==> src/rtl/perfmon_pkg.sv <==
package perfmon_pkg;

    localparam int NUM_EVT = 4;
    localparam int EN_CYC_BIT = 31;

    localparam logic [11:0] ADDR_CTRL     = 12'h004;
    localparam logic [11:0] ADDR_EN_SET   = 12'h008;
    localparam logic [11:0] ADDR_EN_CLR   = 12'h00C;
    localparam logic [11:0] ADDR_EVT_BASE = 12'h034;
    localparam logic [11:0] ADDR_EVT3_LO  = 12'h040;
    localparam logic [11:0] ADDR_EVT3_HI  = 12'h044;
    localparam logic [11:0] ADDR_CYC      = 12'h048;
    localparam logic [11:0] ADDR_TYPE     = 12'h200;

    localparam logic [7:0] CODE_RD = 8'h04;
    localparam logic [7:0] CODE_WR = 8'h05;
    localparam logic [7:0] CODE_RW = 8'h22;

    typedef enum logic [1:0] {
        MODE_MANUAL = 2'd0,
        MODE_AUTO   = 2'd1,
        MODE_COND   = 2'd2,
        MODE_RSVD   = 2'd3
    } start_mode_e;

    typedef struct packed {
        start_mode_e mode;
        logic        presel;
        logic        run;
    } ctrl_t;

    typedef struct packed {
        logic rd;
        logic wr;
    } evt_sel_t;

    function automatic evt_sel_t decode_type(input logic [7:0] code, input logic rw_ok);
        evt_sel_t s;
        s = '0;
        if (code == CODE_RD) s.rd = 1'b1;
        else if (code == CODE_WR) s.wr = 1'b1;
        else if (code == CODE_RW && rw_ok) begin
            s.rd = 1'b1;
            s.wr = 1'b1;
        end
        return s;
    endfunction

    function automatic logic [31:0] pack_ctrl(input ctrl_t c);
        logic [31:0] w;
        w = '0;
        w[0] = c.run;
        w[3] = c.presel;
        w[21:20] = c.mode;
        return w;
    endfunction

    function automatic logic [11:0] evt_addr(input int n);
        return ADDR_EVT_BASE + 12'(4 * n);
    endfunction

    function automatic logic [11:0] type_addr(input int n);
        return ADDR_TYPE + 12'(4 * n);
    endfunction

endpackage

==> src/rtl/perfmon_regs.sv <==
module perfmon_regs
    import perfmon_pkg::*;
#(
    parameter int ADDR_W = 12
) (
    input  logic              clk,
    input  logic              rst,
    input  logic              wr_en,
    input  logic [ADDR_W-1:0] addr,
    input  logic [31:0]       wdata,
    output ctrl_t             ctrl,
    output logic [NUM_EVT-1:0] evt_en,
    output logic              cyc_en,
    output logic [7:0]        evt_type [NUM_EVT],
    output logic              evt_clr,
    output logic              cyc_clr
);

    localparam logic [NUM_EVT-1:0] ALL_EVT = '1;

    logic ctrl_hit;
    logic set_hit;
    logic clr_hit;

    assign ctrl_hit = wr_en && (addr == ADDR_W'(ADDR_CTRL));
    assign set_hit  = wr_en && (addr == ADDR_W'(ADDR_EN_SET));
    assign clr_hit  = wr_en && (addr == ADDR_W'(ADDR_EN_CLR));
    assign evt_clr  = ctrl_hit && wdata[1];
    assign cyc_clr  = ctrl_hit && wdata[2];

    always_ff @(posedge clk) begin
        if (rst) begin
            ctrl   <= '0;
            evt_en <= '0;
            cyc_en <= 1'b0;
        end else begin
            if (ctrl_hit) begin
                ctrl.run    <= wdata[0];
                ctrl.presel <= wdata[3];
                ctrl.mode   <= start_mode_e'(wdata[21:20]);
            end
            if (set_hit) begin
                evt_en <= evt_en | (wdata[NUM_EVT-1:0] & ALL_EVT);
                cyc_en <= cyc_en | wdata[EN_CYC_BIT];
            end else if (clr_hit) begin
                evt_en <= evt_en & ~wdata[NUM_EVT-1:0];
                cyc_en <= cyc_en & ~wdata[EN_CYC_BIT];
            end
        end
    end

    for (genvar n = 0; n < NUM_EVT; n++) begin : g_type
        always_ff @(posedge clk) begin
            if (rst) begin
                evt_type[n] <= '0;
            end else if (wr_en && addr == ADDR_W'(type_addr(n))) begin
                evt_type[n] <= wdata[7:0];
            end
        end
    end


    en_set_chk: assert property (@(posedge clk) disable iff (rst)
        set_hit |=> ((evt_en & $past(wdata[NUM_EVT-1:0])) == $past(wdata[NUM_EVT-1:0])));


    en_clr_chk: assert property (@(posedge clk) disable iff (rst)
        clr_hit |=> ((evt_en & $past(wdata[NUM_EVT-1:0])) == '0));

endmodule

==> src/rtl/perfmon_evt_counter.sv <==
module perfmon_evt_counter
    import perfmon_pkg::*;
#(
    parameter int W     = 32,
    parameter bit RW_OK = 1'b0
) (
    input  logic         clk,
    input  logic         rst,
    input  logic         clr,
    input  logic         active,
    input  logic [7:0]   type_code,
    input  logic         rd_beat,
    input  logic         wr_beat,
    output logic [W-1:0] count
);

    evt_sel_t     sel;
    logic [W-1:0] step;

    assign sel  = decode_type(type_code, RW_OK);
    assign step = W'(sel.rd & rd_beat) + W'(sel.wr & wr_beat);

    always_ff @(posedge clk) begin
        if (rst || clr) begin
            count <= '0;
        end else if (active) begin
            count <= count + step;
        end
    end


    hold_chk: assert property (@(posedge clk) disable iff (rst)
        (!active && !clr) |=> $stable(count));


    clr_chk: assert property (@(posedge clk) disable iff (rst)
        clr |=> (count == '0));


    step_chk: assert property (@(posedge clk) disable iff (rst)
        (active && !clr) |=> (W'(count - $past(count)) <= W'(2)));

endmodule

==> src/rtl/perfmon_cycle_counter.sv <==
module perfmon_cycle_counter #(
    parameter int W        = 32,
    parameter int PRE_LOG2 = 6
) (
    input  logic         clk,
    input  logic         rst,
    input  logic         clr,
    input  logic         active,
    input  logic         presel,
    output logic [W-1:0] count
);

    logic [PRE_LOG2-1:0] phase;
    logic                tick;

    assign tick = !presel || (&phase);

    always_ff @(posedge clk) begin
        if (rst || clr) begin
            count <= '0;
            phase <= '0;
        end else if (active) begin
            if (presel) phase <= phase + 1'b1;
            if (tick) count <= count + 1'b1;
        end
    end


    every_clk_chk: assert property (@(posedge clk) disable iff (rst)
        (active && !presel && !clr) |=> (count == $past(count) + W'(1)));


    presc_chk: assert property (@(posedge clk) disable iff (rst)
        (active && presel && !clr && !(&phase)) |=> $stable(count));


    cyc_clr_chk: assert property (@(posedge clk) disable iff (rst)
        clr |=> (count == '0 && phase == '0));

endmodule

==> src/rtl/perfmon_top.sv <==
module perfmon_top
    import perfmon_pkg::*;
#(
    parameter int CNT_W    = 32,
    parameter int WIDE_W   = 40,
    parameter int ADDR_W   = 12,
    parameter int PRE_LOG2 = 6
) (
    input  logic              clk,
    input  logic              rst,
    input  logic              bus_wr,
    input  logic [ADDR_W-1:0] bus_addr,
    input  logic [31:0]       bus_wdata,
    output logic [31:0]       bus_rdata,
    input  logic              rd_beat,
    input  logic              wr_beat
);

    localparam int LAST = NUM_EVT - 1;

    ctrl_t               ctrl;
    logic [NUM_EVT-1:0]  evt_en;
    logic                cyc_en;
    logic [7:0]          evt_type [NUM_EVT];
    logic                evt_clr;
    logic                cyc_clr;
    logic [WIDE_W-1:0]   evt_cnt [NUM_EVT];
    logic [CNT_W-1:0]    cyc_cnt;
    logic [31:0]         en_word;

    perfmon_regs #(.ADDR_W(ADDR_W)) i_regs (
        .clk      (clk),
        .rst      (rst),
        .wr_en    (bus_wr),
        .addr     (bus_addr),
        .wdata    (bus_wdata),
        .ctrl     (ctrl),
        .evt_en   (evt_en),
        .cyc_en   (cyc_en),
        .evt_type (evt_type),
        .evt_clr  (evt_clr),
        .cyc_clr  (cyc_clr)
    );

    for (genvar n = 0; n < NUM_EVT; n++) begin : g_evt
        localparam int  W_N  = (n == LAST) ? WIDE_W : CNT_W;
        localparam bit  RW_N = (n == LAST);
        logic [W_N-1:0] cnt_n;

        perfmon_evt_counter #(.W(W_N), .RW_OK(RW_N)) i_cnt (
            .clk       (clk),
            .rst       (rst),
            .clr       (evt_clr),
            .active    (ctrl.run && evt_en[n]),
            .type_code (evt_type[n]),
            .rd_beat   (rd_beat),
            .wr_beat   (wr_beat),
            .count     (cnt_n)
        );

        assign evt_cnt[n] = WIDE_W'(cnt_n);
    end

    perfmon_cycle_counter #(.W(CNT_W), .PRE_LOG2(PRE_LOG2)) i_cyc (
        .clk    (clk),
        .rst    (rst),
        .clr    (cyc_clr),
        .active (ctrl.run && cyc_en),
        .presel (ctrl.presel),
        .count  (cyc_cnt)
    );

    always_comb begin
        en_word = '0;
        en_word[NUM_EVT-1:0] = evt_en;
        en_word[EN_CYC_BIT] = cyc_en;
    end

    always_comb begin
        bus_rdata = '0;
        if (bus_addr == ADDR_W'(ADDR_CTRL)) begin
            bus_rdata = pack_ctrl(ctrl);
        end else if (bus_addr == ADDR_W'(ADDR_EN_SET) || bus_addr == ADDR_W'(ADDR_EN_CLR)) begin
            bus_rdata = en_word;
        end else if (bus_addr == ADDR_W'(ADDR_EVT3_LO)) begin
            bus_rdata = 32'(evt_cnt[LAST][CNT_W-1:0]);
        end else if (bus_addr == ADDR_W'(ADDR_EVT3_HI)) begin
            bus_rdata = 32'(evt_cnt[LAST] >> CNT_W);
        end else if (bus_addr == ADDR_W'(ADDR_CYC)) begin
            bus_rdata = 32'(cyc_cnt);
        end else begin
            for (int n = 0; n < LAST; n++) begin
                if (bus_addr == ADDR_W'(evt_addr(n))) bus_rdata = 32'(evt_cnt[n][CNT_W-1:0]);
            end
            for (int n = 0; n < NUM_EVT; n++) begin
                if (bus_addr == ADDR_W'(type_addr(n))) bus_rdata = 32'(evt_type[n]);
            end
        end
    end


    ctrl_rsv_chk: assert property (@(posedge clk) disable iff (rst)
        (bus_addr == ADDR_W'(ADDR_CTRL)) |-> (bus_rdata[2:1] == 2'b00));


    run_off_hold_chk: assert property (@(posedge clk) disable iff (rst)
        (!ctrl.run && !cyc_clr) |=> $stable(cyc_cnt));

endmodule

==> config.mk <==
export PLATFORM = sky130hd
export DESIGN_NAME = perfmon_top
export DESIGN_NICKNAME = d
export VERILOG_FILES = /design/src/rtl/perfmon_pkg.sv /design/src/rtl/perfmon_regs.sv /design/src/rtl/perfmon_evt_counter.sv /design/src/rtl/perfmon_cycle_counter.sv /design/src/rtl/perfmon_top.sv
export SDC_FILE = /design/constraint.sdc
export NUM_CORES = 1
export LEC_CHECK = 0
export BUFFER_PORTS_ARGS = -buffer_cell sky130_fd_sc_hd__buf_4
export CORE_MARGIN = 3
export CORE_UTILIZATION = 40
export CTS_BUF_LIST = sky130_fd_sc_hd__clkbuf_8
export DETAILED_ROUTE_END_ITERATION = 8
export PLACE_DENSITY = 0.68
export SYNTH_ARGS = -nofsm -noshare
export SYNTH_HDL_FRONTEND = slang
export SYNTH_SLANG_ARGS = --single-unit
==> constraint.sdc <==
create_clock -name clk -period 4.25 [get_ports clk]
set_input_delay 0.85 -clock clk [delete_from_list [all_inputs] [get_ports clk]]
set_output_delay 0.85 -clock clk [all_outputs]
set_load 0.03 [all_outputs]
======== Word level (Yosys, flattened, before mapping) ========
Index checks and enable logic that the tools add are counted.
storage, ports and cells
  bits in registers ....................... 215
  input port bits ......................... 49
  output and inout bits ................... 32
  logic and storage cells ................. 114
cells by class
  add/subtract/negate cells ............... 10
  equality and inequality tests ........... 22
  mux-type cells .......................... 30
  bitwise gates (word level) .............. 14
  reduce and logical (&&, ||, !) cells .... 23
operators by type and width
  cell                   count
  $mux 32                12
  $add 32x32->32         6
  $add 40x40->40         2
  $eq 8x3->1 const B     8
  $eq 12x10->1 const B   4
  $eq 12x6->1 const B    3
  $eq 12x7->1 const B    3
  $add 32x1->32 const B  1
  $eq 12x4->1 const B    2
  $mux 1                 15
  $logic_and 1x1->1      14
  $eq 12x3->1 const B    1
  $and 1x1->1            9
  $eq 8x6->1 const B     1
  $mux 4                 2
  $add 6x1->6 const B    1
  $reduce_and 6->1       1
  $and 4x4->4            1
  $logic_or 1x1->1       4
  $not 4->4              1
  $or 4x4->4             1
  $reduce_and 2->1       2
  $mux 2                 1
  $reduce_bool 2->1      1
  other kinds (3)        3

======== Longest topological paths before layout ========
  word-level depth ........................ 13
  depth in mapped cells ................... 13
  depth with buffers taken out ............ 13

======== Hierarchy ========
Synthesis repeated with hierarchy kept, for this count alone.
second synthesis, totals
  cell total of the unflattened synthesis .. 1487
  area total of the unflattened synthesis .. 12668.4 um^2
modules (own cells, without submodules)
  module                                     instances  cells an instance  area an instance (um^2)  seq. area each (um^2)
  perfmon_evt_counter at g_evt[0].i_cnt ...  3          195                1627.8                   640.6
  perfmon_evt_counter at g_evt[3].i_cnt      1          260                2224.6                   800.8
  perfmon_cycle_counter                      1          229                1930.6                   760.7
  perfmon_regs                               1          171                1839.3                   820.8
  perfmon_top                                1          242                1790.5                   0.0

======== Least setup slack after synthesis ========
OpenSTA, ideal clock, no wires.
  path kind ............................... input to output
  from .................................... in bus_addr[6]
  to ...................................... out bus_rdata[3]
  data arrival time ....................... 3.010 ns
  data required time ...................... 3.400 ns
  path slack .............................. 0.390 ns
  stages .................................. 8
  buffers on the path ..................... 2
  path through ............................ clkbuf_1 -> nor4_2 -> and4_1 -> clkbuf_1 -> a31oi_1 -> a22oi_1 -> o21ai_1 -> a311oi_1
between the ends
  longest elaborated chain between the ends .. 13
  elaborated cells between the ends (all ways) .. 26
  classes of those cells .................. eq/ne (13); mux (12); reduce/logical (1)
ends and longest elaborated chain
  what                  RTL line           RTL
  start: declaration    perfmon_top.sv:12  input logic [ADDR_W-1:0] bus_addr,
  $eq 12x6->1           perfmon_top.sv:93  if (bus_addr == ADDR_W'(evt_addr(n))) bus_rdata = 32'(evt_cnt[n][CNT_W-1:0]);
  $mux 32 (3 in a row)  perfmon_top.sv:93
  $mux 32 (4 in a row)  perfmon_top.sv:96  if (bus_addr == ADDR_W'(type_addr(n))) bus_rdata = 32'(evt_type[n]);
  $mux 32               perfmon_top.sv:89  end else if (bus_addr == ADDR_W'(ADDR_CYC)) begin
  $mux 32               perfmon_top.sv:87  end else if (bus_addr == ADDR_W'(ADDR_EVT3_HI)) begin
  $mux 32               perfmon_top.sv:85  end else if (bus_addr == ADDR_W'(ADDR_EVT3_LO)) begin
  $mux 32               perfmon_top.sv:83  end else if (bus_addr == ADDR_W'(ADDR_EN_SET) || bus_addr == ADDR_W'(ADDR_EN_CLR)) begin
  $mux 32 *             perfmon_top.sv:81  if (bus_addr == ADDR_W'(ADDR_CTRL)) begin
  end: declaration      perfmon_top.sv:14  output logic [31:0] bus_rdata,
Every way passes the cells marked *; elsewhere a longest branch is shown, timed or not.

======== Worst setup path in the final report ========
  from .................................... in bus_addr[9]
  to ...................................... out bus_rdata[13]
Same word-level chain as after synthesis.

==> results by group <==
Timing
  • Actual slew at the worst max-slew pin: 686 ps
  • RSZ-0062 raised after global routing: false
  • Fin crit share: 0.940
  • F_max: 250 MHz
  • Final min period: about 4000 ps
  • Slew HR: 0.539
  • Pins over their slew limit: 0
  • Worst Hold Margin: 478 ps
  • Setup TNS: 0 ps
  • Clock skew: 38.1 ps
  • Setup-failing EPs final: 0
  • Hold Vio Cnt, Final: 0

Die
  • Num rows: 60
  • Die area: 29800 sq um
  • Height of the die: 173 um
  • I/O pins: 81
  • Core Region: 27100 sq um
  • Initial core utilization: 0.409
  • Die Span X: roughly 170 um

Global route
  • First-pass GRT wire length: 50.2 mm
  • Met1 usage: 0.271
  • Grt ovf: 0
  • Met2 Use GR: 0.334
  • Vias in the first global route: 9560
  • Gr usage total: 0.203
  • Maximum number of pins on one net before global-route repair: 62
  • Initial antenna violation count: 0
  • GRT busiest layer: met2
  • GR Util met3: 0.0323

Cells and area
  • Commonest non-fill, non-tap cell in the layout: nor2_1
  • Fin area: 12600 sq um
  • Number of diodes: 0
  • Layout cells sized above 1: 0.106
  • Area Growth Syn to Fin: 13.8%
  • Most frequent cells in the layout: 230 x nor2_1, 215 x dfxtp_1, 122 x nand2_1, 86 x buf_4, 81 x nand3_1
  • Final nets: 1477

Clock tree
  • TritonCTS clock tree: yes
  • Worst-skew pair later-pin latency: 540 ps
  • Post-CTS setup buffer count: 0
  • Clock Tree Root: clkbuf_8
  • Total CTS buffers: 38
  • CTS resizes: 0
  • CTS H-tree depth: 2
  • Hold-fix buffers at CTS: 0
  • Clk slew on worst S/H paths: 60 ps
  • Sink Count: 215
  • Max Root-Sink Buffers: 3

Synthesis
  • Post-Syn Instances: 1357
  • Register bit total from synthesis: approximately 220
  • Avg Inst Size Synth: between 8 and 9 sq um
  • Post-Synth XOR/XNOR Area: 0.112
  • Synth unique cells: 65
  • Total nets after synthesis: 1416
  • Synth warn: 0
  • Mux cell area share after synthesis: 0.0371
  • Main synth FF type: dfxtp_1
  • Mapped Area: 11100 sq um
  • Combinational family with the most area after synthesis: simple AND/OR/NAND/NOR gates
  • Post-Synth Adder-Cell Area: 0.0140
  • Post-synthesis simple-gate area fraction: 0.293
  • Fraction of registers with async set/reset: 0
  • EDFF count, synth: 0
  • Synth Area in Compound Gates: 0.118
  • Sequential share of the synthesized area: 0.388

Outcome
  • Status: complete, no violations

Placement
  • GPL Wtd Cong: a little under 0.9
  • HPWL Detailed: 22.9 mm
  • Port buffer count: 59
  • Placed inst area: ~12000 sq um

Routing
  • Routed Antenna Nets: 0
  • Remaining DRCs: 0
  • Pre-antenna DRT Iters: 9
  • Average wire per standard cell: 17.3 um
  • Routed vias: 10.2k
  • Vias per std cell: 5.61
  • Routed wire length: approximately 31 mm
  • DR iter-0 viols: 907

Power and ir drop
  • Leakage power: 4.63 nW
  • Pwr Density: 304 nW/um^2
  • Max VDD drop: around 0.16 mV

Run
  • Max cap viols: 0

Critical path
  • Critical setup path kind: input port to output port
  • Worst Path Max Fanout: 14
  • Worst EP required: 3400 ps
  • CP arrival: 3150 ps
  • CP Launch Type: input port
  • Element type at the critical path end: output port

Worst hold path
  • Hold WC Path Type: register to register
## layout make-up
class | count | area [sq um]
multi-input cells | 1043 | 6390
fillers | 2626 | 14500
repair buffers | 88 | 686
well taps | 372 | 465
inverters | 32 | 120
clock buffers | 41 | 564
flip-flops and latches | 215 | 4300
clock inverters | 24 | 97.6
## synthesized netlist by cell type, drive strengths merged (8+ instances only)
cell type,count,area [sq um]
a21oi,51,255
a222oi,20,200
a22oi,29,218
a311oi,8,70.1
and2,13,81.3
and3,21,131
and4,25,226
buf,30,154
clkbuf,37,139
dfxtp,215,4300
inv,32,120
mux2i,40,400
nand2,122,458
nand3,81,405
nand4,43,299
nor2,232,873
nor2b,12,75.1
nor3,34,180
nor4,20,159
o21ai,47,235
or3,22,138
xnor2,70,613
xor2,72,631
## final timing paths
kind | slack [ps] | start | cells after the start | endpoint
max | 250 | bus_addr[9] | 10 | bus_rdata[13]
min | 480 | i_regs.evt_type[26] | 2 | i_regs.evt_type[26]
max reg2reg | 620 | i_regs.evt_type[11] | 13 | g_evt[2].i_cnt.count[14]
min reg2reg | 480 | i_regs.evt_type[26] | 2 | i_regs.evt_type[26]
## worst max-delay path, stage by stage
cell and delay, ps:
buf_4 130, or4_1 560, nor3_1 170, buf_4 160, and3_1 340, and2_1 230, buf_4 220, a22oi_1 180
nand2_1 140, buf_4 160
## registers in the layout, summed over array words and instances (netlist names), named ones only
name               cells
i_cyc.phase            6
i_regs.evt_type       32
i_cyc.count           32
i_regs.ctrl            4
g_evt.i_cnt.count    136
## stage by stage
stage / std cells / worst slack (ps) / power (mW) / utilization
after floorplan: 1357 / 390 / 2.12 / -
after global placement: 1750 / 354 / 2.18 / 0.441
after detailed placement: 1750 / 314 / 2.18 / 0.441
after CTS: 1815 / 292 / 3.88 / 0.466
after global routing: 1815 / 126 / 3.98 / 0.466
final: 1815 / 254 / 3.84 / 0.466
## cells by family (layout without fill, tap and decap cells)
group | after synthesis | in the layout
xor+xnor | 142 | 142
compound gates | 196 | 196
simple gates | 654 | 654
buf+inv | 99 | 185
fa+ha+maj | 10 | 10
flops | 215 | 215
mux | 41 | 41
## metal layers
layer,routed length [um],vias to the layer above
met1,13700,4868
li1,-,4926
met5,0,-
met3,2110,63
met2,14700,330
met4,849,0
## power breakdown
| part | total [mW] | switching (mW) | internal, mW |
|---|---|---|---|
| Clock | 1.70 | 0.822 | 0.881 |
| Combinational | 0.120 | 0.0824 | 0.0374 |
| Sequential | 2.02 | 0.0000609 | 2.02 |
| Total | 3.84 | 0.904 | 2.93 |
(Power assumes the default switching activity.)
